### src/rtl/ecap_walk_pkg.sv
package ecap_walk_pkg;
   localparam int ID_W    = 16;
   localparam int VER_W   = 4;
   localparam int NXT_W   = 12;
   localparam int HDR_W   = ID_W + VER_W + NXT_W;
   localparam int VER_LSB = ID_W;
   localparam int NXT_LSB = ID_W + VER_W;

   typedef enum logic [2:0] {
      S_IDLE, S_READ, S_CHECK, S_WTAIL, S_WNEW, S_DONE, S_ERR
   } walk_st_t;

   function automatic logic [HDR_W-1:0] hdr_pack(input logic [ID_W-1:0] id,
                                                 input logic [VER_W-1:0] ver,
                                                 input logic [NXT_W-1:0] nxt);
      return {nxt, ver, id};
   endfunction
endpackage

### src/rtl/ecap_hdr_codec.sv
module ecap_hdr_codec
   import ecap_walk_pkg::*;
(
   input  logic [HDR_W-1:0] rd_hdr,
   output logic [ID_W-1:0]  rd_id,
   output logic [NXT_W-1:0] rd_nxt,
   output logic             rd_zero,
   input  logic [HDR_W-1:0] patch_src,
   input  logic [NXT_W-1:0] patch_nxt,
   output logic [HDR_W-1:0] patched,
   input  logic [ID_W-1:0]  new_id,
   input  logic [VER_W-1:0] new_ver,
   output logic [HDR_W-1:0] new_hdr
);
   // field split of a header read from RAM
   assign rd_id   = rd_hdr[ID_W-1:0];
   assign rd_nxt  = rd_hdr[HDR_W-1:NXT_LSB];
   assign rd_zero = (rd_hdr == '0);

   // only the link field of the last header is replaced
   assign patched = {patch_nxt, patch_src[NXT_LSB-1:0]};
   assign new_hdr = hdr_pack(new_id, new_ver, '0);
endmodule

### src/rtl/ecap_bounds.sv
module ecap_bounds #(
   parameter int OFFW         = 12,
   parameter int BASE         = 256,
   parameter bit STRICT_ALIGN = 1'b1
) (
   input  logic [OFFW-1:0] visit_off,
   output logic            visit_ok,
   input  logic [OFFW-1:0] reg_off,
   input  logic [OFFW:0]   reg_size,
   output logic            region_ok
);
   localparam logic [OFFW-1:0] BASE_V  = OFFW'(BASE);
   localparam logic [OFFW-1:0] LAST_V  = OFFW'((1 << OFFW) - 8);
   localparam logic [OFFW+1:0] SPACE_V = (OFFW+2)'(1 << OFFW);

   logic [OFFW+1:0] reg_end;
   logic            align_ok;

   assign visit_ok = (visit_off >= BASE_V) && (visit_off <= LAST_V);
   assign reg_end  = {2'b00, reg_off} + {1'b0, reg_size};

   generate
      if (STRICT_ALIGN) begin : g_align
         assign align_ok = (reg_off[1:0] == 2'b00);
      end else begin : g_noalign
         assign align_ok = 1'b1;
      end
   endgenerate

   assign region_ok = (reg_off >= BASE_V) && (reg_size != '0) &&
                      (reg_end <= SPACE_V) && align_ok;
endmodule

### src/rtl/ecap_hop_guard.sv
module ecap_hop_guard #(
   parameter int LIMIT = 1024
) (
   input  logic clk,
   input  logic rst_n,
   input  logic clr,
   input  logic step,
   output logic last
);
   localparam int CW = $clog2(LIMIT + 1);
   localparam logic [CW-1:0] LAST_V = CW'(LIMIT - 1);
   localparam logic [CW-1:0] MAX_V  = CW'(LIMIT);

   logic [CW-1:0] cnt;

   always_ff @(posedge clk or negedge rst_n) begin
      if (!rst_n)                       cnt <= '0;
      else if (clr)                     cnt <= '0;
      else if (step && (cnt != MAX_V))  cnt <= cnt + 1'b1;
   end

   // cnt = headers already examined in this walk
   assign last = (cnt == LAST_V);

   // the walk must stop before examining more than LIMIT headers
   assert_hop_cap_R7: assert property (@(posedge clk) disable iff (!rst_n)
      step |-> (cnt < MAX_V));
endmodule

### src/rtl/ecap_list_walker.sv
module ecap_list_walker
   import ecap_walk_pkg::*;
#(
   parameter int BASE         = 256,
   parameter int HOP_LIMIT    = 1024,
   parameter bit STRICT_ALIGN = 1'b1
) (
   input  logic              clk,
   input  logic              rst_n,
   input  logic              cmd_valid,
   input  logic              cmd_append,
   input  logic [ID_W:0]     cmd_id,
   input  logic [VER_W-1:0]  cmd_ver,
   input  logic [NXT_W-1:0]  cmd_off,
   input  logic [NXT_W:0]    cmd_size,
   output logic              busy,
   output logic              done,
   output logic              err,
   output logic [NXT_W-1:0]  res_off,
   output logic [NXT_W-1:0]  res_prev,
   output logic              mem_en,
   output logic              mem_we,
   output logic [NXT_W-3:0]  mem_addr,
   output logic [HDR_W-1:0]  mem_wdata,
   input  logic [HDR_W-1:0]  mem_rdata,
   output logic              mask_clr,
   output logic [NXT_W-1:0]  mask_base,
   output logic [NXT_W:0]    mask_size
);
   localparam int OFFW = NXT_W;
   localparam int AW   = OFFW - 2;
   localparam logic [OFFW-1:0] BASE_V = OFFW'(BASE);

   generate
      if (HOP_LIMIT < 1) begin : g_bad_limit
         $error("HOP_LIMIT must be at least 1");
      end
      if ((BASE % 4) != 0 || BASE >= (1 << OFFW)) begin : g_bad_base
         $error("BASE must be dword aligned and inside the space");
      end
   endgenerate

   walk_st_t         st;
   logic             app_q;
   logic [ID_W:0]    id_q;
   logic [VER_W-1:0] ver_q;
   logic [OFFW-1:0]  aoff_q;
   logic [OFFW:0]    asize_q;
   logic [OFFW-1:0]  cur_q, prev_q;
   logic [HDR_W-1:0] tail_q;
   logic [OFFW-1:0]  res_off_q, res_prev_q;
   logic             err_q, mclr_q;

   logic [ID_W-1:0]  rd_id;
   logic [OFFW-1:0]  rd_nxt;
   logic             rd_zero;
   logic [HDR_W-1:0] patched, new_hdr;
   logic             visit_ok, region_ok, hop_last;
   logic             take, key_hit;

   ecap_hdr_codec u_codec (
      .rd_hdr   (mem_rdata),
      .rd_id    (rd_id),
      .rd_nxt   (rd_nxt),
      .rd_zero  (rd_zero),
      .patch_src(tail_q),
      .patch_nxt(aoff_q),
      .patched  (patched),
      .new_id   (id_q[ID_W-1:0]),
      .new_ver  (ver_q),
      .new_hdr  (new_hdr)
   );

   ecap_bounds #(.OFFW(OFFW), .BASE(BASE), .STRICT_ALIGN(STRICT_ALIGN)) u_bounds (
      .visit_off(cur_q),
      .visit_ok (visit_ok),
      .reg_off  (cmd_off),
      .reg_size (cmd_size),
      .region_ok(region_ok)
   );

   ecap_hop_guard #(.LIMIT(HOP_LIMIT)) u_hops (
      .clk  (clk),
      .rst_n(rst_n),
      .clr  (take),
      .step (st == S_CHECK),
      .last (hop_last)
   );

   assign take    = cmd_valid && (st == S_IDLE);
   // an insert searches with an unmatchable key to reach the last header
   assign key_hit = !app_q && !id_q[ID_W] && (rd_id == id_q[ID_W-1:0]);

   always_ff @(posedge clk or negedge rst_n) begin
      if (!rst_n) begin
         st         <= S_IDLE;
         app_q      <= 1'b0;
         id_q       <= '0;
         ver_q      <= '0;
         aoff_q     <= '0;
         asize_q    <= '0;
         cur_q      <= '0;
         prev_q     <= '0;
         tail_q     <= '0;
         res_off_q  <= '0;
         res_prev_q <= '0;
         err_q      <= 1'b0;
         mclr_q     <= 1'b0;
      end else begin
         mclr_q <= 1'b0;
         unique case (st)
            S_IDLE: if (cmd_valid) begin
               app_q   <= cmd_append;
               id_q    <= cmd_id;
               ver_q   <= cmd_ver;
               aoff_q  <= cmd_off;
               asize_q <= cmd_size;
               cur_q   <= BASE_V;
               prev_q  <= '0;
               err_q   <= 1'b0;
               if (!cmd_append)          st <= S_READ;
               else if (!region_ok)      st <= S_ERR;
               else if (cmd_off == BASE_V) st <= S_WNEW;
               else                      st <= S_READ;
            end
            S_READ: st <= visit_ok ? S_CHECK : S_ERR;
            S_CHECK: begin
               if (rd_zero && (cur_q == BASE_V)) begin
                  res_off_q  <= '0;
                  res_prev_q <= '0;
                  st         <= app_q ? S_ERR : S_DONE;
               end else if (key_hit) begin
                  res_off_q  <= cur_q;
                  res_prev_q <= prev_q;
                  st         <= S_DONE;
               end else if (rd_nxt == '0) begin
                  prev_q <= cur_q;
                  tail_q <= mem_rdata;
                  if (app_q) begin
                     st <= S_WTAIL;
                  end else begin
                     res_off_q  <= '0;
                     res_prev_q <= cur_q;
                     st         <= S_DONE;
                  end
               end else if (hop_last) begin
                  st <= S_ERR;
               end else begin
                  prev_q <= cur_q;
                  cur_q  <= rd_nxt;
                  st     <= S_READ;
               end
            end
            S_WTAIL: st <= S_WNEW;
            S_WNEW: begin
               res_off_q  <= aoff_q;
               res_prev_q <= prev_q;
               mclr_q     <= 1'b1;
               st         <= S_DONE;
            end
            S_ERR: begin
               err_q     <= 1'b1;
               res_off_q <= '0;
               st        <= S_DONE;
            end
            S_DONE: st <= S_IDLE;
            default: st <= S_IDLE;
         endcase
      end
   end

   always_comb begin
      mem_en    = 1'b0;
      mem_we    = 1'b0;
      mem_addr  = cur_q[OFFW-1:2];
      mem_wdata = '0;
      unique case (st)
         S_READ:  mem_en = visit_ok;
         S_WTAIL: begin
            mem_en    = 1'b1;
            mem_we    = 1'b1;
            mem_addr  = prev_q[OFFW-1:2];
            mem_wdata = patched;
         end
         S_WNEW: begin
            mem_en    = 1'b1;
            mem_we    = 1'b1;
            mem_addr  = aoff_q[OFFW-1:2];
            mem_wdata = new_hdr;
         end
         default: ;
      endcase
   end

   assign busy      = (st != S_IDLE);
   assign done      = (st == S_DONE);
   assign err       = err_q;
   assign res_off   = res_off_q;
   assign res_prev  = res_prev_q;
   assign mask_clr  = mclr_q;
   assign mask_base = aoff_q;
   assign mask_size = asize_q;

   // reads never leave the legal header window
   assert_read_window_R6: assert property (@(posedge clk) disable iff (!rst_n)
      (mem_en && !mem_we) |-> ((mem_addr >= AW'(BASE >> 2)) &&
                               (mem_addr <= AW'(((1 << OFFW) - 8) >> 2))));
   // an error becomes visible together with completion
   assert_err_at_done_R6: assert property (@(posedge clk) disable iff (!rst_n)
      $rose(err) |-> done);
   // mask strobe only on a successful insert completion
   assert_mask_ok_R12: assert property (@(posedge clk) disable iff (!rst_n)
      mask_clr |-> (done && !err));
   assert_done_pulse_R13: assert property (@(posedge clk) disable iff (!rst_n)
      done |=> !done);
   assert_accept_R13: assert property (@(posedge clk) disable iff (!rst_n)
      (cmd_valid && !busy) |=> busy);
   assert_hold_R13: assert property (@(posedge clk) disable iff (!rst_n)
      (!busy && !cmd_valid) |=> ($stable(res_off) && $stable(res_prev) && $stable(err)));
   // the new header always carries an empty link
   assert_new_link_R9: assert property (@(posedge clk) disable iff (!rst_n)
      (mem_we && $past(mem_we)) |-> (mem_wdata[HDR_W-1:NXT_LSB] == '0));
endmodule

### config.mk
export PLATFORM = sky130hd
export DESIGN_NAME = ecap_list_walker
export DESIGN_NICKNAME = d
export VERILOG_FILES = /design/src/rtl/ecap_walk_pkg.sv /design/src/rtl/ecap_hdr_codec.sv /design/src/rtl/ecap_bounds.sv /design/src/rtl/ecap_hop_guard.sv /design/src/rtl/ecap_list_walker.sv
export SDC_FILE = /design/constraint.sdc
export NUM_CORES = 1
export LEC_CHECK = 0
export ABC_AREA = 1
export BUFFER_PORTS_ARGS = -buffer_cell sky130_fd_sc_hd__buf_4
export CAP_MARGIN = 10
export CORE_MARGIN = 2
export CORE_UTILIZATION = 59
export DETAILED_ROUTE_END_ITERATION = 7
export GPL_TIMING_DRIVEN = 0
export HOLD_SLACK_MARGIN = 0.1
export PLACE_DENSITY = 0.95
export SETUP_SLACK_MARGIN = 0.3
export SYNTH_ARGS = -nofsm -noshare
export SYNTH_HDL_FRONTEND = slang
export SYNTH_SLANG_ARGS = --single-unit
export TNS_END_PERCENT = 100
### constraint.sdc
create_clock -name clk -period 5.6 [get_ports clk]
set_clock_uncertainty 0.1 [all_clocks]
set_input_delay 0.84 -clock clk [delete_from_list [all_inputs] [get_ports clk]]
set_output_delay 0.84 -clock clk [all_outputs]
set_load 0.005 [all_outputs]
* Word level (Yosys, flattened, before mapping)
Index checks and enable logic that the tools add are counted.
** Storage, ports and cells
- Bits in writable memories :: 0
- Memory bits (read-only) :: 0
- Register bits after elaboration :: 131
- Memories :: 0
- Logic and storage cells :: 115
- Latch bits :: 0
** Operators by class
- Multiply operators :: 0
- Shift operators :: 0
- Order comparisons :: 4
- Bitwise gates (word level) :: 2
- Eq/ne operators :: 19
- Reductions and logical operators :: 31
- $add $sub $neg :: 2
- Div/mod/pow operators :: 0
- Mux-type cells :: 43
** Operators with widths (count)
- $mux W12 :: 18
- $pmux W12 S2 :: 3
- $pmux W32 S2 :: 1
- $pmux W12 S3 :: 1
- $logic_not A32 Y1 :: 1
- $mux W3 :: 10
- $eq A12 B9 Y1 const B :: 2
- $ge A12 B9 Y1 const B :: 2
- $mux W11 :: 2
- $pmux W10 S2 :: 1
- $eq A16 B16 Y1 :: 1
- $pmux W3 S5 :: 1
- $add A12 B13 Y14 :: 1
- $le A14 B13 Y1 const B :: 1
- $reduce_bool A13 Y1 :: 1
- $le A12 B12 Y1 const B :: 1
- $logic_not A12 Y1 :: 1
- $add A11 B1 Y11 const B :: 1
- $eq A11 B10 Y1 const B :: 1
- $ne A11 B11 Y1 const B :: 1
- $ne A2 B2 Y1 const B :: 5
- $eq A3 B3 Y1 const B :: 3
- $logic_and A1 B1 Y1 :: 9
- $ne A4 B4 Y1 const B :: 2
- other kinds (18) :: 31

* Depth between registers and ports, before layout
- Word-level depth :: 8
- Gate-level depth with buffers :: 17

* Hierarchy
From an unflattened synthesis, not the netlist that was laid out.
** Second synthesis, totals
- Cell total of the unflattened synthesis :: 1197
- Area total of the unflattened synthesis :: 9163.8 um^2
** By module, submodules not included
- ecap_list_walker :: sequential area each 3303.2 um^2, instances 1, area each 6779.0 um^2, cells an instance 806
- ecap_bounds :: sequential area each 0.0 um^2, instances 1, area each 833.3 um^2, cells an instance 165
- ecap_hdr_codec :: sequential area each 0.0 um^2, instances 1, area each 810.8 um^2, cells an instance 124
- ecap_hop_guard :: sequential area each 275.3 um^2, instances 1, area each 740.7 um^2, cells an instance 102

* Worst setup path after synthesis
No wires, ideal clock.
- Path type :: input to register
- Start point :: in cmd_off[0]
- End point :: reg st[0]
- Required time :: 5.423 ns
- Arrival :: 2.569 ns
- Path slack :: 2.854 ns
- Stages on the path :: 14
- Setup time :: 0.077 ns
- Path through :: ha_1 fa_1 or2_2 nor2_1 nand3_1 nor2_1 nand3_1 nor2_1 nand3_1 nand2_1 nand3_1 nand2_1 nand2_1 a21oi_1
** On the way
- Word-level cells in the longest chain between the ends :: 8
- Elaborated cells on any way between the ends :: 13
- Classes of those cells :: add/sub: 1; order compare: 2; eq/ne: 1; mux: 5; reduce/logical: 4
** Ends and longest elaborated chain
- start: declaration :: line ecap_list_walker.sv:14 : input logic [NXT_W-1:0] cmd_off,
- $add A12 B13 Y14 or $ge A12 B9 Y1 (tied branches) :: line ecap_bounds.sv:20, ecap_bounds.sv:30
- $le A14 B13 Y1 or $logic_and A1 B1 Y1 (tied branches) :: line ecap_bounds.sv:31, ecap_bounds.sv:30
- $logic_and A1 B1 Y1 :: line ecap_bounds.sv:30 : assign region_ok = (reg_off >= BASE_V) && (reg_size != '0) &&
- $logic_and A1 B1 Y1 :: line ecap_bounds.sv:31 : (reg_end <= SPACE_V) && align_ok;
- $mux W3 (*) :: line ecap_list_walker.sv:122 : else if (!region_ok) st <= S_ERR;
- $mux W3 (*) :: line ecap_list_walker.sv:121 : if (!cmd_append) st <= S_READ;
- $mux W3 (*) :: line ecap_list_walker.sv:112 : S_IDLE: if (cmd_valid) begin
- $pmux W3 S5 (*) :: line ecap_list_walker.sv:111 : unique case (st)
- end signal: assignment :: line ecap_list_walker.sv:126 : S_READ: st <= visit_ok ? S_CHECK : S_ERR;
- end signal: assignment :: line ecap_list_walker.sv:131 : st <= app_q ? S_ERR : S_DONE;
- end: declaration :: line ecap_list_walker.sv:43 : walk_st_t st;
Mark *: on every way between the ends. The rest lies on a longest branch, timed or not. The select of a mux whose other input is x is not followed.
A chain may end at the register's enable or synchronous reset.

* Worst setup path after layout
- Start point :: reg st[2]
- End point :: out mem_addr[6]
** On the way
- Word-level cells in the longest chain between the ends :: 2
- Elaborated cells on any way between the ends :: 3
- Classes of those cells :: eq/ne: 2; mux: 1
** Ends and longest elaborated chain
- $eq A3 B3 Y1 or $eq A3 B2 Y1 (tied branches) :: line ecap_list_walker.sv:177 : unique case (st)
- $pmux W10 S2 (*) :: line ecap_list_walker.sv:177
- end: declaration :: line ecap_list_walker.sv:23 : output logic [NXT_W-3:0] mem_addr,
Mark *: on every way between the ends. The rest lies on a longest branch, timed or not.

==> flow_summary.yaml <==
logic_synthesis:
  netlist_instances: 1039
  yosys.area.top_type_share_pct: 43.8
  yosysMostFrequentCell: "nand2_1"
  synthTopCellsByCount: "nand2_1, dfrtp_1, inv_1"
  yosysTopAreaCell: "dfrtp_1"
  synthDistinctLibCells: 41
  ys_seq_area_share_pct: 43.8
  syn_nets: 1136
  ys_ff_latch: 131
  synth_area_leaders: "dfrtp_1, nand2_1, inv_1"
  synth.avg_cell_area_um2: 7.21
  synthFlopType: "dfrtp_1"
  synth_area_um2: 7490
  synthArstFlopShare_pct: 100
  synth_edf_count: 0
  synth_warnings: 0
setup_path:
  cp_cell_sequence: "inv_2 > nor2_2 > inv_2 > nor2_4 > inv_2 > buf_2 > nand2_1 > inv_1 > nand2_1 > o221ai_1 > buf_4"
  reg2regPathDepth: 9
  crit_path_max_fanout: 10
  crit_path_frequent_cell: "inv_2"
  crit_path_end_kind: "output port"
  arrival_ns: 2.49
  cp.required_ns: 4.66
  slowest_stage: "dfrtp_1"
  regToRegStartpoint: "id_q[8]$_DFFE_PN0P_"
  slowest_delay_ns: 0.45
  worstSetupStartpointType: "register"
  r2r_setup_slack_ns: 3.33
  r2r-end: "res_off[0]$_DFFE_PN0P_"
  crit_type: "reg -> out"
timing:
  finalMaxSlewViolations: 0
  rsz0062_at_grt: "no"
  worst_pin_slew_ns: 1.00
  fmax_mhz: 292
  period_share_pct: 61.2
  setup_violations: 0
  whs_ns: 0.240
  layout_min_cycle_time_ns: 3.43
  hold_viol_final: 0
  max-slew-margin-rel_pct: 32.4
  finalWorstSetupSlack_ns: 2.17
  tns_ns: 0
routing:
  first_pass_iters: 7
  wl_per_cell_um: 17.0
  dr.first_iter.drc_count: 1047
  drcViolationCount: 0
  vias: 8163
  drt-total-wl_mm: 24.2
  final_antenna_net_count: 0
  viasPerCell: 5.74
final_layout:
  areaGrowthSynthToFinish_pct: 29.1
  drive_above_1_share_pct: 21.2
  n_antenna_cell: 0
  nets: 1334
  fin_util_pct: 77.2
  multi_input_area_um2: 3440
  postLayoutCellArea_um2: 9670
  stdcell_count: 1421
  regArea_um2: 3280
  nFillCells: 908
run:
  maxCapViolCount: 0
pwr:
  powerDensity_nw_per_um2: 481
  total_power_mw: 4.65
  irDropWorstVdd_uv: 249
  p_leak_nw: 4.96
placement:
  dp_hpwl_mm: 18.1
  placed_area_um2: 9070
  dp_cells: 1390
  post-place-ws_ns: 2.48
  place.gp.congestion: 1.00
  io_buffers: 178
clock_tree:
  post_cts_resized: 0
  hold_buffers: 0
  clk_latency_ns: 0.43
  cts_root_buf: "clkbuf_16"
  clk_pin_slew_worst_paths_ns: 0.06
  cts_buffer_depth: 2
  cts_max_level: 4
  cts_tree: "built"
  cts.sinks: 131
  cts_buffers: 17
  cts_setup_buffers: 0
global_route:
  grt_pass1_vias: 7782
  grt_pass1_wl_mm: 37.8
  grt_max_degree: 86
  antenna_found_initial: 0
  track_usage_pct: 36.5
  grt-ovfl-total: 0
floorplan:
  initial_utilization_pct: 59.8
  core_area_um2: 12500
  rows: 41
  dieHeight_um: 117
  die_x_um: 117
  die_area_um2: 13600
  num_io_pins: 179
hold_path:
  hold_path_class: "in -> async"
outcome:
  outcome: "completed"
worst max-delay path, delay by kind of cell (launching register included):
kind	cells	cell delay [ns]
AND/OR/NAND/NOR	4	0.67
AO/OA/AOI/OAI	1	0.15
flip-flops	1	0.45
buffers and inverters	6	0.80
worst max-delay path by stage:
stage | from | end | slack, ns | depth (start not counted)
after global placement | cmd_off[0] | st[0]$_DFFE_PN0P_ | 2.50 | 15
after floorplan | cmd_off[0] | st[0]$_DFFE_PN0P_ | 2.85 | 14
after detailed placement | mem_rdata[17] | res_prev[11]$_DFFE_PN0P_ | 2.48 | 12
after global routing | st[2]$_DFFE_PN0P_ | mem_addr[6] | 2.13 | 11
after CTS | st[2]$_DFFE_PN0P_ | mem_addr[6] | 2.28 | 11
final | st[2]$_DFFE_PN0P_ | mem_addr[6] | 2.17 | 11
metal layers:
metal  track usage, %  share of wire [%]
met1             45.8                 38
met2             58.9                 47
met3             9.13                 10
met4             18.8                5.0
met5                0                  0
cells in the final DEF (no fill, tap or decap), types with 14 or more instances in the layout:
cell type,count
nand2_1,352
buf_4,189
dfrtp_1,131
inv_1,126
o21ai_0,84
nor2_1,70
nand3_1,39
a21oi_1,29
buf_2,21
nand4_1,19
clkbuf_1,19
o21ai_1,18
clkbuf_16,17
o22ai_1,14
nor3_1,14
ha_1,14
cell families (layout without fill, tap and decap cells):
group,after synthesis,after routing,synth area share (%)
adder cells (fa/ha/maj),15,15,2.61
AO/OA/AOI/OAI,176,176,13.2
XOR/XNOR,8,8,0.936
buffers and inverters,187,397,10.3
AND/OR/NAND/NOR,522,522,29.2
flip-flops,131,131,43.8
final cells by class:
cell class                      instances  area share [%]
Timing Repair Buffer                  179            14.1
Inverter                              134            5.22
Clock buffer                           21            4.76
Clock inverter                         10            1.37
Sequential cell                       131            33.9
Multi-Input combinational cell        721            35.6
Buffer                                 53            2.80
Tap cell                              172            2.23
sequential cells by signal (all words and copies together) (netlist names), 3 cells and up:
| signal | cells |
|---|---|
| mask_base | 12 |
| ver_q | 4 |
| cur_q | 12 |
| mask_size | 13 |
| res_prev | 12 |
| u_hops.cnt | 11 |
| res_off | 12 |
| id_q | 17 |
| tail_q | 20 |
| prev_q | 12 |
| st | 3 |
power breakdown:
| group | leakage, nW | switching, mW | internal [mW] |
|---|---|---|---|
| Clock | 0.285 | 0.417 | 0.717 |
| Sequential | 1.70 | 0.274 | 1.25 |
| Combinational | 2.98 | 1.18 | 0.820 |
No activity file was read; power rests on OpenSTA's default activity.
